### src/rtl/tmr_tick_pkg.sv
package tmr_tick_pkg;
  localparam int PRE_W  = 10;
  localparam int NUM_DIV = 4;

  typedef enum logic [2:0] {
    SRC_STOP  = 3'd0,
    SRC_CLK   = 3'd1,
    SRC_DIV8  = 3'd2,
    SRC_DIV64 = 3'd3,
    SRC_DIV256 = 3'd4,
    SRC_DIV1K = 3'd5,
    SRC_FALL  = 3'd6,
    SRC_RISE  = 3'd7
  } tick_src_e;

  // number of low prescale bits that must be all ones for divider idx
  function automatic int tap_bits(input int idx);
    case (idx)
      0: return 3;
      1: return 6;
      2: return 8;
      default: return 10;
    endcase
  endfunction
endpackage

### src/rtl/tmr_prescale.sv
module tmr_prescale #(
  parameter int W = tmr_tick_pkg::PRE_W,
  parameter int N = tmr_tick_pkg::NUM_DIV
) (
  input  logic         clk_i,
  input  logic         rst_ni,
  output logic [N-1:0] hit_o
);
  logic [W-1:0] cnt_q;

  always_ff @(posedge clk_i or negedge rst_ni) begin
    if (!rst_ni) cnt_q <= '0;
    else         cnt_q <= cnt_q + 1'b1;
  end

  for (genvar i = 0; i < N; i++) begin : g_tap
    localparam int L = tmr_tick_pkg::tap_bits(i);
    assign hit_o[i] = &cnt_q[L-1:0];
  end
endmodule

### src/rtl/tmr_ext_edge.sv
module tmr_ext_edge #(
  parameter int SYNC_STAGES = 2
) (
  input  logic clk_i,
  input  logic rst_ni,
  input  logic pin_i,
  output logic rise_o,
  output logic fall_o
);
  logic [SYNC_STAGES-1:0] sync_q;
  logic                   prev_q;

  always_ff @(posedge clk_i or negedge rst_ni) begin
    if (!rst_ni) begin
      sync_q <= '0;
      prev_q <= 1'b0;
    end else begin
      sync_q <= {sync_q[SYNC_STAGES-2:0], pin_i};
      prev_q <= sync_q[SYNC_STAGES-1];
    end
  end

  assign rise_o =  sync_q[SYNC_STAGES-1] & ~prev_q;
  assign fall_o = ~sync_q[SYNC_STAGES-1] &  prev_q;
endmodule

### src/rtl/tmr_tick_gen.sv
module tmr_tick_gen
  import tmr_tick_pkg::*;
(
  input  logic       clk_i,
  input  logic       rst_ni,
  input  logic [2:0] sel_i,
  input  logic       ext_pin_i,
  output logic       tick_o
);
  logic [NUM_DIV-1:0] div_hit;
  logic               ext_rise, ext_fall;

  tmr_prescale #(.W(PRE_W), .N(NUM_DIV)) u_pre (
    .clk_i (clk_i),
    .rst_ni(rst_ni),
    .hit_o (div_hit)
  );

  tmr_ext_edge #(.SYNC_STAGES(2)) u_edge (
    .clk_i (clk_i),
    .rst_ni(rst_ni),
    .pin_i (ext_pin_i),
    .rise_o(ext_rise),
    .fall_o(ext_fall)
  );

  always_comb begin
    case (tick_src_e'(sel_i))
      SRC_STOP:   tick_o = 1'b0;
      SRC_CLK:    tick_o = 1'b1;
      SRC_DIV8:   tick_o = div_hit[0];
      SRC_DIV64:  tick_o = div_hit[1];
      SRC_DIV256: tick_o = div_hit[2];
      SRC_DIV1K:  tick_o = div_hit[3];
      SRC_FALL:   tick_o = ext_fall;
      SRC_RISE:   tick_o = ext_rise;
      default:    tick_o = 1'b0;
    endcase
  end
endmodule

### config.mk
export PLATFORM = sky130hd
export DESIGN_NAME = tmr_tick_gen
export DESIGN_NICKNAME = d
export VERILOG_FILES = /design/src/rtl/tmr_tick_pkg.sv /design/src/rtl/tmr_prescale.sv /design/src/rtl/tmr_ext_edge.sv /design/src/rtl/tmr_tick_gen.sv
export SDC_FILE = /design/constraint.sdc
export NUM_CORES = 1
export LEC_CHECK = 0
export ABC_AREA = 1
export BUFFER_PORTS_ARGS = -buffer_cell sky130_fd_sc_hd__buf_2
export CAP_MARGIN = 15
export CORE_MARGIN = 2
export CORE_UTILIZATION = 45
export DETAILED_ROUTE_END_ITERATION = 8
export PLACE_DENSITY = 0.77
export SYNTH_ARGS = -nofsm -noshare
export SYNTH_HDL_FRONTEND = slang
export SYNTH_SLANG_ARGS = --single-unit
### constraint.sdc
create_clock -name clk_i -period 1.1 [get_ports clk_i]
set_clock_uncertainty 0.1 [all_clocks]
set_input_delay 0 -clock clk_i [delete_from_list [all_inputs] [get_ports clk_i]]
set_output_delay 0 -clock clk_i [all_outputs]
set_load 0.1 [all_outputs]
==> results_dict.tcl <==
set metrics [dict create \
    status "finished with violations" \
    violations "setup timing" \
    p_int_mw 0.660 \
    synth.distinct_cells 16 \
    start_kind "register" \
    post_dp_cell_area_sq_um 842 \
    final_common_cell "nand2_1" \
    ff2ff_setup_slack_ns -0.19 \
    power.switching_mw 0.228 \
    routedWlPerCell_microns 11.6 \
    timing.slew.headroom 0.801 \
    min_path_type "in2async" \
    finalMaxSlewViolations 0 \
    drtAntennaViolNets 0 \
    worstPathRequired_ns 1.00 \
    numCtsBuffers 3 \
    p_clk_frac 0.344 \
    routabilityCongestion 0.801 \
    worstMarginPinSlew_ns 0.298 \
    ys_seq_area_frac 0.508 \
    critPathArrivalTime_ns 1.57 \
    initial_core_util 0.486 \
    clock_path_buffers 2 \
    end_kind "output port" \
    synth_warnings 0 \
    comb_power_share 0.109 \
    root_buffer "clkbuf_4" \
    crit_fanout 2 \
    synthAdderAreaFrac 0.0391 \
    yosys.area_share.simple 0.281 \
    synth_top_family_by_area "simple AND/OR/NAND/NOR gates" \
    drt_pass1_iterations 4 \
    setup_violations 8 \
    power_leakage_nw 0.448 \
    hold_viol 0 \
    cts_tree "yes" \
    layout-drive-gt1-share 0.448 \
    finalCritPeriodShare 1.52 \
    yosysTopAreaCellShare 0.508 \
    path_cells "ha_4, ha_4, nand3_2, nand2_1, inv_1, nand2_1, nand2_2, a21oi_4, buf_12" \
    grt_pass1_vias 527 \
    fp.dieH_microns 41.7 \
    grt.total_usage 0.160 \
    r2r_start "u_pre.cnt_q[0]$_DFF_PN0_" \
    num_rows 13 \
    area_growth_pct 45.9 \
    synth.area.mux_share 0 \
    synth_area_leaders "dfrtp_1 (51%), nand2_1 (10%), inv_1 (7.6%)" \
    p_total_mw 0.888 \
    dp_hpwl_microns 895 \
    synth_area_sq_um 641 \
    clock_latency_ns 0.28 \
    grt.overflow.total 0 \
    core_sq_um 1320 \
    critPathBufInv 2 \
    crit_type "reg2out" \
    final_cell_mix "nand2_1 (14), inv_1 (13), dfrtp_1 (12), buf_4 (9), nand2_2 (6)" \
    h-tree-depth 1 \
    p_per_area_nw_per_um2 950 \
    syn_inst 71 \
    critPathSlowestCell "dfrtp_1" \
    clock_sink_count 13 \
    path_delay_family "flip-flops" \
    numPortBuffers 6 \
    vias 540 \
    antenna_found_initial 0 \
    grt_max_degree 14 \
    r2r-end "u_pre.cnt_q[7]$_DFF_PN0_" \
    syn_avg_cell_area_sq_um 9.02 \
    ys_ff_latch 13 \
    slowest_delay_ns 0.41 \
    r2r_cells 7 \
    die_x_microns 41.7 \
    drc 0 \
    rsz0062_at_grt "yes" \
    wirelength_mm 1.29 \
    vias_per_cell 4.86 \
    drv_cap 0 \
    fin_crit_ns 1.67 \
    synth-xor-area-share 0.0684 \
    final_nets 105 \
    die-area_sq_um 1740 \
    yosys.area.top_type "dfrtp_1" \
    synth_compound_area_frac 0.0215 \
    num_io_pins 7 \
    p_seq_frac 0.547 \
    max_freq_mhz 597 \
    peakVddDrop_v 0.000646 \
    first_iter_violations 6 \
    worst_slack_ns -0.575 \
    path_clk_slew_ns 0.08 \
    grt_pass1_wl_mm 2.08 \
    synth.net_count 79 \
    insertedDiodeCount 0 \
    design_area_sq_um 935 \
    swShare 0.257 \
]
-- metal layers --
metal / GRT usage / up-vias / wire length, microns / share of wire
met5: 0 / - / 0 / 0
met4: 0.0774 / 0 / 27 / 0.021
met3: 0.0261 / 5 / 44 / 0.034
met2: 0.300 / 12 / 655 / 0.51
met1: 0.171 / 257 / 566 / 0.44
li1: - / 266 / - / -
-- worst max path at each step --
stage / startpoint / end / slack [ns] / depth (start not counted)
after floorplan: u_pre.cnt_q[0]$_DFF_PN0_ / tick_o / -0.50 / 7
after global placement: u_pre.cnt_q[1]$_DFF_PN0_ / tick_o / -0.24 / 9
after detailed placement: u_pre.cnt_q[1]$_DFF_PN0_ / tick_o / -0.27 / 8
after CTS: u_pre.cnt_q[0]$_DFF_PN0_ / tick_o / -0.58 / 9
after global routing: u_pre.cnt_q[1]$_DFF_PN0_ / tick_o / -0.65 / 8
final: u_pre.cnt_q[1]$_DFF_PN0_ / tick_o / -0.57 / 9
-- worst reg2reg max path: cells and delay by family, from the launching register on --
| family | cells | cell delay, ns |
|---|---|---|
| flip-flops | 1 | 0.40 |
| AND/OR/NAND/NOR | 4 | 0.33 |
| AO/OA/AOI/OAI | 1 | 0.14 |
| buffers and inverters | 2 | 0.23 |
-- stage by stage --
step / setup TNS [ns] / std cells / util / hold slack, ns / setup slack (ns)
3_5_place_dp: -0.953 / 104 / 0.639 / -0.195 / -0.274
3_3_place_gp: -0.756 / 104 / 0.639 / -0.203 / -0.236
2_1_floorplan: -0.587 / 71 / - / -0.396 / -0.497
6_report: -1.44 / 111 / 0.709 / 0.0349 / -0.575
4_1_cts: -1.45 / 111 / 0.684 / 0.0451 / -0.576
5_1_grt: -1.91 / 111 / 0.709 / 0.0707 / -0.646
-- registers in the layout, indices dropped and copies added (netlist names) --
register	flops
u_edge.sync_q	2
u_pre.cnt_q	10
u_edge.prev_q	1
-- cell type report --
type	count	area, sq um
fill	100	383
clock buffer	4	26.3
inverter	14	57.6
multi-input combinational	44	328
timing repair buffer	21	178
tap	15	18.8
sequential	13	327
-- power by group through the flow --
stage	clock, mW	combinational [mW]	sequential, mW
2_1_floorplan	0	0.0513	0.495
3_3_place_gp	0	0.0901	0.495
3_5_place_dp	0	0.0925	0.496
4_1_cts	0.305	0.0979	0.487
5_1_grt	0.317	0.104	0.487
6_report	0.305	0.0965	0.486
-- cells by family (layout without fill, tap and decap cells) --
kind of cell               count (synthesis)  in the layout
adders and majority gates                  2              2
AOI/OAI and AO/OA                          2              2
DFF                                       13             13
and+or+nand+nor                           35             35
buffers and inverters                     14             39
xor gates and xnor gates                   5              5
-- synthesized netlist by cell type, drive strengths merged --
library cell / instances
a21oi: 1
clkinv: 1
dfrtp: 13
ha: 2
inv: 13
nand2: 21
nand3: 6
nand4: 1
nor2: 4
nor3: 3
o21ai: 1
xnor2: 2
xor2: 3
-- what timing repair did --
item                                   4_1_cts  5_1_grt
endpoints found under the hold margin       14        0
resized for setup                            1        9
gates cloned                                 0        0
setup endpoints to repair                    8        8
buffers inserted                             2        3
pin swaps                                    9        7
hold buffers                                 2        0
Power figures use the tool's default switching activity.
